<file path="config.mk">
export PLATFORM = sky130hd
export DESIGN_NAME = psram_burst_ctrl
export DESIGN_NICKNAME = d
export VERILOG_FILES = /design/src/rtl/psram_burst_pkg.sv /design/src/rtl/psram_lat_calc.sv /design/src/rtl/psram_rdy_sample.sv /design/src/rtl/psram_rd_capture.sv /design/src/rtl/psram_burst_ctrl.sv
export SDC_FILE = /design/constraint.sdc
export NUM_CORES = 1
export LEC_CHECK = 0
export BUFFER_PORTS_ARGS = -buffer_cell sky130_fd_sc_hd__buf_4
export CAP_MARGIN = 10
export CORE_ASPECT_RATIO = 1.75
export CORE_MARGIN = 1
export CORE_UTILIZATION = 30
export CTS_CLUSTER_DIAMETER = 150
export DETAILED_ROUTE_END_ITERATION = 12
export GPL_ROUTABILITY_DRIVEN = 0
export PLACE_DENSITY_LB_ADDON = 0.08
export REMOVE_ABC_BUFFERS = 1
export SLEW_MARGIN = 20
export SYNTH_ARGS = -nofsm -noshare
export SYNTH_HDL_FRONTEND = slang
export SYNTH_SLANG_ARGS = --single-unit
</file>
<file path="constraint.sdc">
create_clock -name clk -period 4.2 [get_ports clk]
set_clock_uncertainty 0.05 [all_clocks]
set_input_delay 0 -clock clk [delete_from_list [all_inputs] [get_ports clk]]
set_output_delay 0 -clock clk [all_outputs]
set_load 0.05 [all_outputs]
</file>
<file path="src/rtl/psram_burst_pkg.sv">
package psram_burst_pkg;

   typedef enum logic [1:0] {
      ST_IDLE = 2'd0,
      ST_ADDR = 2'd1,
      ST_WAIT = 2'd2,
      ST_XFER = 2'd3
   } psram_st_e;

   localparam int unsigned PSRAM_BASE_LAT = 3;
   localparam int unsigned PSRAM_MIN_WAIT = 2;

endpackage

</file>
<file path="src/rtl/psram_lat_calc.sv">
module psram_lat_calc
   import psram_burst_pkg::*;
#(
   parameter int WS_W  = 2,
   parameter int LAT_W = WS_W + 2
) (
   input  logic [WS_W-1:0]  ws,
   input  logic             wsm,
   output logic [LAT_W-1:0] wait_init
);

   logic [LAT_W-1:0] lat;
   logic             trim;

   always_comb begin
      trim      = wsm && (ws != '0);
      lat       = LAT_W'(PSRAM_BASE_LAT) + (LAT_W'(ws) << 1) - LAT_W'(trim);
      wait_init = lat - LAT_W'(PSRAM_MIN_WAIT);
   end

endmodule

</file>
<file path="src/rtl/psram_rdy_sample.sv">
module psram_rdy_sample #(
   parameter bit DLY_EN = 1'b1
) (
   input  logic clk,
   input  logic rst_n,
   input  logic rdy_in,
   input  logic dly_sel,
   output logic rdy_eff
);

   generate
      if (DLY_EN) begin : g_dly
         logic rdy_q;
         always_ff @(posedge clk or negedge rst_n) begin
            if (!rst_n) rdy_q <= 1'b0;
            else        rdy_q <= rdy_in;
         end
         assign rdy_eff = dly_sel ? rdy_q : rdy_in;
      end else begin : g_direct
         logic unused_sel;
         assign unused_sel = ^{dly_sel, clk, rst_n};
         assign rdy_eff    = rdy_in;
      end
   endgenerate

endmodule

</file>
<file path="src/rtl/psram_rd_capture.sv">
module psram_rd_capture #(
   parameter int DATA_W = 16
) (
   input  logic              clk,
   input  logic              rst_n,
   input  logic              take,
   input  logic [DATA_W-1:0] din,
   output logic              valid,
   output logic [DATA_W-1:0] dout
);

   always_ff @(posedge clk or negedge rst_n) begin
      if (!rst_n) begin
         valid <= 1'b0;
         dout  <= '0;
      end else begin
         valid <= take;
         if (take) dout <= din;
      end
   end

endmodule

</file>
<file path="src/rtl/psram_burst_ctrl.sv">
module psram_burst_ctrl
   import psram_burst_pkg::*;
#(
   parameter int DATA_W     = 16,
   parameter int ADDR_W     = 16,
   parameter int LEN_W      = 4,
   parameter int WS_W       = 2,
   parameter bit RDY_DLY_EN = 1'b1
) (
   input  logic              clk,
   input  logic              rst_n,
   input  logic              cfg_var_lat,
   input  logic [WS_W-1:0]   cfg_ws,
   input  logic              cfg_wsm,
   input  logic              cfg_rdy_dly,
   input  logic              req_valid,
   output logic              req_ready,
   input  logic              req_write,
   input  logic [ADDR_W-1:0] req_addr,
   input  logic [LEN_W-1:0]  req_len,
   input  logic [DATA_W-1:0] wr_data,
   output logic              wr_take,
   output logic              rd_valid,
   output logic [DATA_W-1:0] rd_data,
   output logic              mem_cs_n,
   output logic              mem_adv_n,
   output logic              mem_oe_n,
   output logic              mem_we_n,
   output logic [DATA_W-1:0] mem_ad_out,
   output logic              mem_ad_oe,
   input  logic [DATA_W-1:0] mem_ad_in,
   input  logic              mem_rdy
);

   localparam int LAT_W = WS_W + 2;

   generate
      if (ADDR_W > DATA_W) begin : g_bad_addr
         $error("psram_burst_ctrl: ADDR_W must not exceed DATA_W");
      end
      if (LEN_W < 1 || WS_W < 1) begin : g_bad_cnt
         $error("psram_burst_ctrl: LEN_W and WS_W must be at least 1");
      end
   endgenerate

   psram_st_e         st;
   logic              var_q;
   logic              write_q;
   logic              dly_q;
   logic [ADDR_W-1:0] addr_q;
   logic [LEN_W-1:0]  bcnt_q;
   logic [LAT_W-1:0]  wcnt_q;
   logic [LAT_W-1:0]  wait_init;
   logic              rdy_eff;
   logic              beat_fire;
   logic              active;

   psram_lat_calc #(
      .WS_W  (WS_W),
      .LAT_W (LAT_W)
   ) u_lat (
      .ws        (cfg_ws),
      .wsm       (cfg_wsm),
      .wait_init (wait_init)
   );

   psram_rdy_sample #(
      .DLY_EN (RDY_DLY_EN)
   ) u_rdy (
      .clk     (clk),
      .rst_n   (rst_n),
      .rdy_in  (mem_rdy),
      .dly_sel (dly_q),
      .rdy_eff (rdy_eff)
   );

   assign beat_fire = (st == ST_XFER) && (!var_q || rdy_eff);
   assign active    = (st == ST_WAIT) || (st == ST_XFER);

   always_ff @(posedge clk or negedge rst_n) begin
      if (!rst_n) begin
         st      <= ST_IDLE;
         var_q   <= 1'b0;
         write_q <= 1'b0;
         dly_q   <= 1'b0;
         addr_q  <= '0;
         bcnt_q  <= '0;
         wcnt_q  <= '0;
      end else begin
         case (st)
            ST_IDLE: begin
               if (req_valid) begin
                  st      <= ST_ADDR;
                  var_q   <= cfg_var_lat;
                  write_q <= req_write;
                  dly_q   <= cfg_rdy_dly;
                  addr_q  <= req_addr;
                  bcnt_q  <= req_len;
                  wcnt_q  <= wait_init;
               end
            end
            ST_ADDR: st <= var_q ? ST_XFER : ST_WAIT;
            ST_WAIT: begin
               if (wcnt_q == '0) st <= ST_XFER;
               else              wcnt_q <= wcnt_q - 1'b1;
            end
            ST_XFER: begin
               if (beat_fire) begin
                  if (bcnt_q == '0) st <= ST_IDLE;
                  else              bcnt_q <= bcnt_q - 1'b1;
               end
            end
            default: st <= ST_IDLE;
         endcase
      end
   end

   psram_rd_capture #(
      .DATA_W (DATA_W)
   ) u_cap (
      .clk   (clk),
      .rst_n (rst_n),
      .take  (beat_fire && !write_q),
      .din   (mem_ad_in),
      .valid (rd_valid),
      .dout  (rd_data)
   );

   always_comb begin
      req_ready  = (st == ST_IDLE);
      mem_cs_n   = (st == ST_IDLE);
      mem_adv_n  = (st != ST_ADDR);
      mem_oe_n   = !(active && !write_q);
      mem_we_n   = !(active && write_q);
      mem_ad_oe  = (st == ST_ADDR) || (active && write_q);
      mem_ad_out = (st == ST_ADDR) ? DATA_W'(addr_q) : wr_data;
      wr_take    = beat_fire && write_q;
   end

endmodule

</file>
* Word level (Yosys, flattened, before mapping)
Cells that the tools add are included.
Storage, ports and cells: input port bits 62, flip-flop bits (word level) 47, word-level logic and storage cells 63, output and inout bits 40
Operators by class: eq/ne operators 10, reductions and logical operators 23, add/subtract/negate cells 5, multiplexer cells 15
Operators with widths (count):
- two-way mux 4 bit | 5
- two-way mux 16 bit | 1
- case mux 4 bit (2 select lines) | 2
- logical NOT 4 bit | 2
- two-way mux 2 bit | 4
- inequality test 2 bit, second input constant | 4
- case mux 2 bit (4 select lines) | 1
- AND reduction 4 bit | 2
- subtractor 4 x 1 -> 4 bit, second input constant | 2
- logical AND 1 bit | 6
- inequality test 2 x 1 -> 1 bit, second input constant | 3
- nonzero test 2 bit | 3
- adder 2 x 3 -> 4 bit, first input constant | 1
- == test 2 bit, second input constant | 2
- logical NOT 1 bit | 4
- subtractor 4 x 1 -> 4 bit | 1
- subtractor 4 x 2 -> 4 bit, second input constant | 1
- logical OR 1 bit | 3
- AND reduction 3 bit | 1
- == test 2 x 1 -> 1 bit, second input constant | 1
- logical NOT 2 bit | 1
- two-way mux 1 bit | 2
- AND reduction 2 bit | 1

* Longest topological paths before layout
Gate-level depths: netlist (run 1).
word-level depth 6, gate-level depth with buffers 8, mapped depth without buffers 6

* Cells and area by module
From an unflattened synthesis (run 1), not the netlist that was laid out.
Second synthesis, totals: cell total of the unflattened synthesis 190, area total of the unflattened synthesis 2441.1 um2
By module, submodules not included:
- psram_burst_ctrl | seq. area each 725.7 um2, cells an instance 148, times used 1, area an instance 1695.4 um2
- psram_rd_capture | seq. area each 425.4 um2, cells an instance 35, times used 1, area an instance 674.4 um2
- psram_rdy_sample | seq. area each 25.0 um2, cells an instance 2, times used 1, area an instance 40.0 um2
- psram_lat_calc | seq. area each 0.0 um2, cells an instance 5, times used 1, area an instance 31.3 um2

* Worst setup path after synthesis (run 1)
No wires, ideal clock.
path kind register -> register, from register st[0], to register bcnt_q[2], data required time 4079 ps, setup slack 2037 ps, clock period less this slack 2163 ps, library setup time 71 ps, buffers on the path 0, cell stages (with the launch flop) 7, arrival time 2042 ps, cell sequence dfrtp_1 inv_1 ha_1 nor2_1 or3_1 or4_1 nand4_1
Between the ends: elaborated cells between the ends (all ways) 9, those cells by class eq/ne: 4; mux: 1; reduce/logical: 4
RTL lines:
- start, declared | RTL line psram_burst_ctrl.sv:46 | psram_st_e st;
- start signal, assigned | RTL line psram_burst_ctrl.sv:102 | ST_ADDR: st <= var_q ? ST_XFER : ST_WAIT;
- logical NOT 2 bit *
- net mem_cs_n | RTL line psram_burst_ctrl.sv:25 | output logic mem_cs_n,
- inequality test 2 bit (no source line) / nonzero test 2 bit (equally long branches)
- AND reduction 4 bit (no source line)
- end signal, assigned | RTL line psram_burst_ctrl.sv:98 | bcnt_q <= req_len;
- end signal, assigned | RTL line psram_burst_ctrl.sv:110 | else bcnt_q <= bcnt_q - 1'b1;
- end, declared | RTL line psram_burst_ctrl.sv:51 | logic [LEN_W-1:0] bcnt_q;
Mark *: on every way through the listed nets, which the timed path passes. The rest lies on a longest branch. A chain may end at the register's enable or synchronous reset.

* Worst setup path in the final report (run 1)
from register st[1], to register u_cap.dout[0]
Between the ends: cells in the longest elaborated chain, start to end 3
RTL lines:
- == test 2 bit | RTL line psram_burst_ctrl.sv:77 | assign beat_fire = (st == ST_XFER) && (!var_q || rdy_eff);
- logical AND 1 bit | RTL line psram_burst_ctrl.sv:77
- logical AND 1 bit | RTL line psram_burst_ctrl.sv:123 | .take (beat_fire && !write_q),
- end signal, assigned | RTL line psram_rd_capture.sv:18 | if (take) dout <= din;
- end, declared | RTL line psram_rd_capture.sv:9 | output logic [DATA_W-1:0] dout
No other way between the ends.

==> results of run 1 <==
## worst min-delay path by stage
stage | end | start | slack [ps]
2_1_floorplan | addr_q[0] | rst_n | -350
3_3_place_gp | wcnt_q[0] | rst_n | 20
3_5_place_dp | addr_q[14] | rst_n | 20
4_1_cts | wcnt_q[1] | cfg_ws[0] | 40
5_1_grt | bcnt_q[0] | req_len[0] | 60
6_report | wcnt_q[1] | cfg_ws[0] | 40
## cell usage after synthesis, types with 2 or more instances
cell | count | share of area
sky130_fd_sc_hd__and3_1 | 2 | 0.0053
sky130_fd_sc_hd__o311a_1 | 2 | 0.0085
sky130_fd_sc_hd__o21ai_0 | 6 | 0.013
sky130_fd_sc_hd__inv_1 | 11 | 0.017
sky130_fd_sc_hd__nor2_1 | 6 | 0.0095
sky130_fd_sc_hd__nor4bb_1 | 2 | 0.0085
sky130_fd_sc_hd__or3_1 | 3 | 0.0079
sky130_fd_sc_hd__o31ai_1 | 4 | 0.013
sky130_fd_sc_hd__clkbuf_1 | 4 | 0.0064
sky130_fd_sc_hd__buf_2 | 3 | 0.0064
sky130_fd_sc_hd__nand3_1 | 3 | 0.0064
sky130_fd_sc_hd__a21oi_1 | 3 | 0.0064
sky130_fd_sc_hd__nand4_1 | 2 | 0.0053
sky130_fd_sc_hd__mux2i_1 | 3 | 0.013
sky130_fd_sc_hd__dfrtp_1 | 47 | 0.50
sky130_fd_sc_hd__ha_1 | 7 | 0.037
sky130_fd_sc_hd__nor4b_1 | 2 | 0.0074
sky130_fd_sc_hd__nand2_1 | 6 | 0.0095
sky130_fd_sc_hd__or4_1 | 3 | 0.0095
sky130_fd_sc_hd__mux2_2 | 52 | 0.25
## cells in the final DEF (no fill, tap or decap), types with 2 or more instances in the layout
cell	instances
sky130_fd_sc_hd__nand4_1	2
sky130_fd_sc_hd__or4_1	3
sky130_fd_sc_hd__nor4b_1	2
sky130_fd_sc_hd__o21ai_0	6
sky130_fd_sc_hd__dlygate4sd3_1	43
sky130_fd_sc_hd__nand2_1	6
sky130_fd_sc_hd__o31ai_1	4
sky130_fd_sc_hd__buf_4	101
sky130_fd_sc_hd__a21oi_1	3
sky130_fd_sc_hd__nor2_1	6
sky130_fd_sc_hd__clkinv_2	3
sky130_fd_sc_hd__o311a_1	2
sky130_fd_sc_hd__ha_1	7
sky130_fd_sc_hd__nand3_1	3
sky130_fd_sc_hd__and3_1	2
sky130_fd_sc_hd__mux2i_1	3
sky130_fd_sc_hd__mux2_2	52
sky130_fd_sc_hd__dfrtp_1	47
sky130_fd_sc_hd__inv_1	11
sky130_fd_sc_hd__nor4bb_1	2
sky130_fd_sc_hd__or3_1	3
sky130_fd_sc_hd__clkbuf_16	5
## sequential cells by signal, summed over array words and instances (netlist names)
name	flops
var_q	1
u_cap.valid	1
u_cap.dout	16
u_rdy.g_dly.rdy_q	1
wcnt_q	4
st	2
dly_q	1
addr_q	16
bcnt_q	4
write_q	1
## critical path, stage by stage, from the launching register on
cell and delay, ps:
sky130_fd_sc_hd__dfrtp_1 460, sky130_fd_sc_hd__ha_1 390, sky130_fd_sc_hd__inv_1 160, sky130_fd_sc_hd__a211oi_4 740, sky130_fd_sc_hd__mux2_2 420
## cell families (layout without fill, tap and decap cells)
group | Yosys count | count (layout) | synth area share
XOR/XNOR | 1 | 1 | 0.00371
AND/OR/NAND/NOR | 35 | 35 | 0.0900
adder cells (fa/ha/maj) | 7 | 7 | 0.0371
AO/OA/AOI/OAI | 23 | 23 | 0.0731
multiplexers | 55 | 55 | 0.260
flip-flops | 47 | 47 | 0.498
buffers and inverters | 20 | 163 | 0.0381
## routing by layer
layer / part of all wire / vias up / track usage / routed length [µm]
li1: - / 963 / - / -
met1: 0.38 / 992 / 0.148 / 2280
met2: 0.55 / 64 / 0.292 / 3350
met3: 0.055 / 5 / 0.0398 / 333
met4: 0.014 / 0 / 0.0497 / 84
met5: 0 / - / 0 / 0
## cell type report
class / count / area share
tap: 88 / 0.0293
multi-input combinational: 121 / 0.292
clock buffer: 5 / 0.0333
timing repair buffer: 144 / 0.317
sequential: 47 / 0.313
clock inverter: 3 / 0.00400
inverter: 11 / 0.0110
## report_power, final
group          switching (mW)  internal [mW]  total (mW)
Combinational            1.14          0.745        1.88
Sequential              0.165          0.685       0.850
Clock                   0.171          0.218       0.389
Total                    1.47           1.65        3.12
## through the flow
stage,hold slack [ps],area [µm²]
after floorplan,-346,2310
after global placement,24.3,3180
after detailed placement,16.6,3180
after CTS,39.1,3750
after global routing,64.5,3750
final,41.1,3750
==> impl_metrics.ini, run 1 <==
[outcome]
run_status = completed

[floorplanning]
die_width_um = 69.1
io_pins = 102
core_area_um2 = 7620
row_count = 42
floorplan.initialDensity = 0.310
die_height_um = 119
die_area_um2 = 8250

[timing]
maxSlewViolCount = 0
rsz0062_at_grt = no
totalNegativeSetupSlack_ps = 0
worst_slew_pin_slew_ps = 943
timing.slew.headroom = 0.370
timing.final.hold_violations = 0
timing.final.crit_period_ps = 2340
clock.fmax_mhz = 428
setup_violations = 0
fin_ws_ps = 1860
layout_worst_path_cycle_share = 0.556

[setup_path]
crit_required_ps = 4320
reg2reg_to = u_cap.dout[0]
crit_end = u_cap.dout[0]
critPathMaxFanout = 17
regToRegSetupSlack_ps = 1860
reg2reg_depth = 4
crit_path_end_kind = register
start_kind = register
timing_worst_setup_path_type = register to register
reg_to_reg_start = st[1]
setup.worst_path.start = st[1]
worst_ep_arrival_ps = 2460

[routing]
total_number_of_vias = 2024
final_routed_drc_violation_total = 0
post_drt_wl_per_cell_um = 14.4
drtAntennaViolNets = 0
drt_first_iter_violations = 63
post_drt_via_cell_ratio = 4.83
drt_pre_antenna_iters = 4
drt_wl_total_mm = 6.05

[yosys]
count_of_mapped_cells_out_of_synthesis = 188
synth_async_sr_flop_share = 1.00
syn_area_per_cell_um2 = 12.6
seq_cells_post_synth = 47
netlist-cell-type-count = 37
synth_warnings = 0
synthesis.area_um2 = 2360
yosysSeqAreaShare = 0.498
synth_edf_count = 0
synth-main-ff-cell = sky130_fd_sc_hd__dfrtp_1

[placed_design]
place_worst_setup_slack_ps = 1830
place_hpwl_mm = 4.23
numPlacedInstances = 368
portBuffers = 101

[clock_tree]
clock_tree.buffer_depth = 2
clock_sink_count = 47
ctsResizeCount = 0
htreeDepth = 2
post_cts_hold_buffer_count = 43
postCtsSetupBuffers = 0
clock_latency_ps = 280
cts_buffers = 5
tritoncts = done
cts_root_buffer = sky130_fd_sc_hd__clkbuf_16
clkTransAtPathRegs_ps = 60

[layout]
antenna_cells_inserted = 0
n_fill_cell = 695
area_growth_syn_to_layout_pct = 58.8
layout.core_utilization = 0.493
ff_latch_area_um2 = 1180
finalNonFillerCells = 419
final_layout_size_suffix_gt1_frac = 0.498
multiInputGateArea_um2 = 1100
nets_finish = 399

[min_path]
whs_path_depth = 5
timing.hold.worst.class = input port to register

[flow_run]
max_cap_viol_count = 0

[power_and_ir_drop]
p_leak_nw = 1.75
power_density_nw_per_um2 = 831
post-layout-total-power_mw = 3.12
vdd_drop_max_v = 0.000477

[global_routing]
grt_max_degree = 48
antenna_found_initial = 0
first_pass_grt_wire_length_mm = 9.71
grt_overflow = 0
grt_util_all_layers = 0.150
first_global_vias = 2115
Note: power is estimated with default switching activity, not from simulation.
==> run 2: changes to the inputs <==
Settings changed: ABC_AREA set to 1.
Clock period 4.2 ns to 2.1 ns, I/O delays scaled along.
==> impl_metrics.ini, run 2 <==
[yosys]
netlist_top_cells_area = sky130_fd_sc_hd__dfrtp_1, sky130_fd_sc_hd__nand2_1, sky130_fd_sc_hd__mux2_2, sky130_fd_sc_hd__ha_1, sky130_fd_sc_hd__inv_1
seq_cells_post_synth = 47
synth-main-ff-cell = sky130_fd_sc_hd__dfrtp_1
synth_warnings = 0
netlist-cell-type-count = 25
yosys.area.top_type_share = 0.487
synth_largest_area_cell = sky130_fd_sc_hd__dfrtp_1
post-synth-top-count-cell = sky130_fd_sc_hd__nand2_1
count_of_mapped_cells_out_of_synthesis = 284
yosysSeqAreaShare = 0.487
synth_edf_count = 0
synthesis.area_um2 = 2420
most_common_library_cells_after_synthesis = sky130_fd_sc_hd__nand2_1, sky130_fd_sc_hd__dfrtp_1, sky130_fd_sc_hd__mux2_2
synth_async_sr_flop_share = 1.00
syn_area_per_cell_um2 = 8.51

[floorplanning]
row_count = 43
io_pins = 102
floorplan.initialDensity = 0.308
die_height_um = 121
die_width_um = 69.9
die_area_um2 = 8430
core_area_um2 = 7860

[power_and_ir_drop]
p_leak_nw = 2.01
post-layout-total-power_mw = 6.02
power_density_nw_per_um2 = 1590
vdd_drop_max_v = 0.000816

[routing]
final_routed_drc_violation_total = 0
post_drt_wl_per_cell_um = 11.5
drt_first_iter_violations = 62
drt_pre_antenna_iters = 4
drtAntennaViolNets = 0
drt_wl_total_mm = 5.97
total_number_of_vias = 2260
post_drt_via_cell_ratio = 4.37

[layout]
commonest_non_fill_non_tap_cells_in_the_layout = sky130_fd_sc_hd__nand2_1, sky130_fd_sc_hd__buf_4, sky130_fd_sc_hd__dfrtp_1
nets_finish = 495
layout_top_registers = addr_q x16, u_cap.dout x16
area_growth_syn_to_layout_pct = 57.0
design_area_um2 = 3800
final_layout_size_suffix_gt1_frac = 0.326
antenna_cells_inserted = 0
layout_commonest_cell = sky130_fd_sc_hd__nand2_1

[setup_path]
crit_required_ps = 2050
critPathMaxFanout = 17
start_kind = register
reg2reg_depth = 5
crit_path_end_kind = output port
timing_worst_setup_path_type = register to output port
regToRegSetupSlack_ps = 420
worst_ep_arrival_ps = 1760

[placed_design]
placed_area_um2 = 3230
place_hpwl_mm = 4.24
portBuffers = 101
place_worst_setup_slack_ps = 406

[timing]
timing.final.crit_period_ps = 1810
setup_violations = 0
layout_worst_path_cycle_share = 0.863
worst_slew_pin_slew_ps = 599
hold-worst-slack_ps = 27.8
fin_ws_ps = 287
timing.slew.headroom = 0.601
rsz0062_at_grt = no
timing.final.hold_violations = 0
clock.fmax_mhz = 552
maxSlewViolCount = 0

[clock_tree]
cts_buffers = 5
htreeDepth = 2
tritoncts = done
cts_root_buffer = sky130_fd_sc_hd__clkbuf_16
clock_sink_count = 47
clkTransAtPathRegs_ps = 70
clock_tree.buffer_depth = 2
postCtsSetupBuffers = 0
clock_latency_ps = 290

[global_routing]
grt_overflow = 0
first_pass_grt_wire_length_mm = 10.1
top_usage_layer = met2
first_global_vias = 2264
groute.layer.met2.usage = 0.285
antenna_found_initial = 0
global_route.usage.met1 = 0.164
grt_util_all_layers = 0.153
grt_max_degree = 48
grt.met3_usage = 0.0342

[min_path]
timing.hold.worst.class = input port to register
whs_path_depth = 3

[flow_run]
max_cap_viol_count = 0

[outcome]
run_status = completed
-- run 2: cell types whose count changed in the layout (fill, tap and decap cells not counted), sizes merged, moves of 4 or more --
cell    before  now
inv         11   18
mux2        52   18
nand2        6  137
nand3        3   10
nor2         6   10
o21ai        6   11
o21bai       1    6
o31ai        4    0
-- run 2: worst paths after layout --
check	endpoint	from
worst min-delay path	wcnt_q[1]	cfg_ws[0]
worst min register to register	u_cap.dout[1]	u_cap.dout[1]
worst max-delay path	mem_ad_out[5]	st[1]
max in group asynchronous	var_q	rst_n
worst max register to register	addr_q[0]	st[0]
min in group asynchronous	u_cap.dout[9]	rst_n
-- run 2: logic make-up after synthesis --
family / Yosys count / share of synthesized area
and+or+nand+nor: 161 / 0.278
adders and majority gates: 7 / 0.0362
buffers and inverters: 29 / 0.0606
DFF: 47 / 0.487
muxes: 19 / 0.0880
AOI/OAI and AO/OA: 21 / 0.0507
-- run 2: what timing repair did --
item	in CTS	in global routing
resized for setup	0	1
hold buffers	42	0
endpoints found under the hold margin	88	0
setup endpoints to repair	0	1
-- run 2: report_power, final --
group | internal [mW] | switching (mW) | leakage (nW)
logic | 1.24 | 2.42 | 1.37
registers | 1.34 | 0.250 | 0.574
clock network | 0.440 | 0.340 | 0.0669
-- run 2: per-layer routing --
metal  vias up  share of wire  routed length [µm]
li1       1174              -                   -
met1      1001           0.40                2410
met2        79           0.52                3130
met3         6          0.054                 325
met4         0          0.018                 107
met5         -              0                   0
-- run 2: area by class of cell --
cell class / count / area, µm²
inverter: 19 / 77.6
sequential: 47 / 1180
timing repair buffer: 145 / 1190
clock inverter: 2 / 12.5
multi-input combinational: 208 / 1090
tap: 90 / 113
fill: 771 / 4060
clock buffer: 6 / 129
-- run 2: stage by stage --
| stage | utilization | instances | TNS, ps |
|---|---|---|---|
| 3_3_place_gp | 0.411 | 467 | 0 |
| 5_1_grt | 0.483 | 517 | 0 |
| 3_5_place_dp | 0.411 | 467 | 0 |
| 2_1_floorplan | - | 274 | -11690 |
| 6_report | 0.483 | 517 | 0 |
| 4_1_cts | 0.483 | 517 | 0 |
-- run 2: worst max-delay path: stages, from the launching register on --
cell,delay [ps]
sky130_fd_sc_hd__dfrtp_1,430
sky130_fd_sc_hd__inv_1,130
sky130_fd_sc_hd__ha_1,230
sky130_fd_sc_hd__clkinvlp_4,290
sky130_fd_sc_hd__nand2_1,140
sky130_fd_sc_hd__nand2_1,60
sky130_fd_sc_hd__buf_4,190
==> run 3: changes to the inputs <==
Settings changed: ABC_AREA 1 to 0.
==> impl_metrics.ini, run 3 (same netlist as run 1, synthesis figures left out) <==
[placed_design]
place_hpwl_mm = 4.38
portBuffers = 101
place_worst_setup_slack_ps = 89.0
numPlacedInstances = 375
placed_area_um2 = 3260

[setup_path]
reg2reg_depth = 6
critical-path-max-stage-delay_ps = 420
crit_slowest_cell = sky130_fd_sc_hd__dfrtp_2
timing_worst_setup_path_type = register to register
start_kind = register
reg_to_reg_start = st[0]
critPathMaxFanout = 7
reg2reg_to = bcnt_q[2]
crit_path_end_kind = register
worst-path-stages = 6
regToRegSetupSlack_ps = 120
critical-path-top-delay-family = simple AND/OR/NAND/NOR gates
worst_ep_arrival_ps = 2150
critical_path.n_buffers_inverters = 1
crit_chain = inv_1 > ha_1 > nor2b_4 > or3_1 > or4_1 > nand4_1
crit_required_ps = 2270

[layout]
nets_finish = 405
final_layout_size_suffix_gt1_frac = 0.522
antenna_cells_inserted = 0
commonest_non_fill_non_tap_cells_in_the_layout = sky130_fd_sc_hd__buf_4, sky130_fd_sc_hd__mux2_2, sky130_fd_sc_hd__dfrtp_1
layout.core_utilization = 0.508
design_area_um2 = 3870
layout_top_registers = addr_q x16, u_cap.dout x16
area_growth_syn_to_layout_pct = 63.7
layout_commonest_cell = sky130_fd_sc_hd__buf_4
finalNonFillerCells = 425

[timing]
layout_worst_path_cycle_share = 0.944
worst_slew_pin_slew_ps = 632
totalNegativeSetupSlack_ps = 0
rsz0062_at_grt = no
timing.slew.headroom = 0.578
setup_violations = 0
clock.fmax_mhz = 504
fin_ws_ps = 117
hold-worst-slack_ps = 14.2
timing.final.hold_violations = 0
maxSlewViolCount = 0
timing.final.crit_period_ps = 1980

[power_and_ir_drop]
post-layout-total-power_mw = 6.53
p_leak_nw = 1.80
vdd_drop_max_v = 0.000968
power_density_nw_per_um2 = 1690

[outcome]
run_status = completed

[min_path]
worst_hold_path.endpoint = bcnt_q[3]
hold_path_startpoint = req_len[3]
timing.hold.worst.class = input port to register
whs_path_depth = 3

[routing]
drt_pre_antenna_iters = 4
drtAntennaViolNets = 0
final_routed_drc_violation_total = 0
total_number_of_vias = 2007
drt_first_iter_violations = 41
post_drt_via_cell_ratio = 4.72
drt_wl_total_mm = 6.14
post_drt_wl_per_cell_um = 14.5

[global_routing]
first_pass_grt_wire_length_mm = 10.0
grt_util_all_layers = 0.153
grt_max_degree = 48
first_global_vias = 2170
grt_overflow = 0
antenna_found_initial = 0

[clock_tree]
clkTransAtPathRegs_ps = 60
cts_buffers = 5
clock_sink_count = 47
clock_latency_ps = 290
clock_tree.buffer_depth = 2
tritoncts = done
postCtsSetupBuffers = 0
htreeDepth = 2
cts_root_buffer = sky130_fd_sc_hd__clkbuf_16

[floorplanning]
row_count = 42
floorplan.initialDensity = 0.310
core_area_um2 = 7620
io_pins = 102
die_width_um = 69.1
die_height_um = 119
die_area_um2 = 8250

[flow_run]
max_cap_viol_count = 0
-- run 3: tightest hold or removal path: stages --
cell and delay, ps:
sky130_fd_sc_hd__buf_4 80, sky130_fd_sc_hd__and3_1 140, sky130_fd_sc_hd__a221o_1 100
-- run 3: power by group --
part	internal, mW	switching, mW	total, mW
clock	0.592	0.336	0.928
sequential	1.37	0.330	1.71
combinational	1.60	2.30	3.90
-- run 3: how the worst max path moves through the flow --
stage,from,to,slack (ps)
after global placement,st[0],bcnt_q[3],150
final,st[0],bcnt_q[2],120
after CTS,st[0],bcnt_q[2],70
after global routing,st[0],wcnt_q[2],8
after detailed placement,st[0],bcnt_q[2],90
after floorplan,st[0],addr_q[0],-610
-- run 3: final cells by class --
type / count / area, µm²
fillers: 685 / 3750
clock buffers: 6 / 139
multi-input cells: 121 / 1110
inverters: 11 / 41.3
clock inverters: 2 / 35.0
repair buffers: 150 / 1260
well taps: 88 / 110
flip-flops and latches: 47 / 1180
-- run 3: what timing repair did --
action | 4_1_cts | 5_1_grt
hold buffers | 42 | 0
gates resized for setup | 0 | 4
setup endpoints to repair | 0 | 8
hold endpoints to repair | 87 | 0
-- run 3: routing by layer --
metal | global-route usage | routed length (µm)
met1 | 0.159 | 2270
met2 | 0.288 | 3420
met3 | 0.0406 | 360
met4 | 0.0536 | 88
met5 | 0 | 0
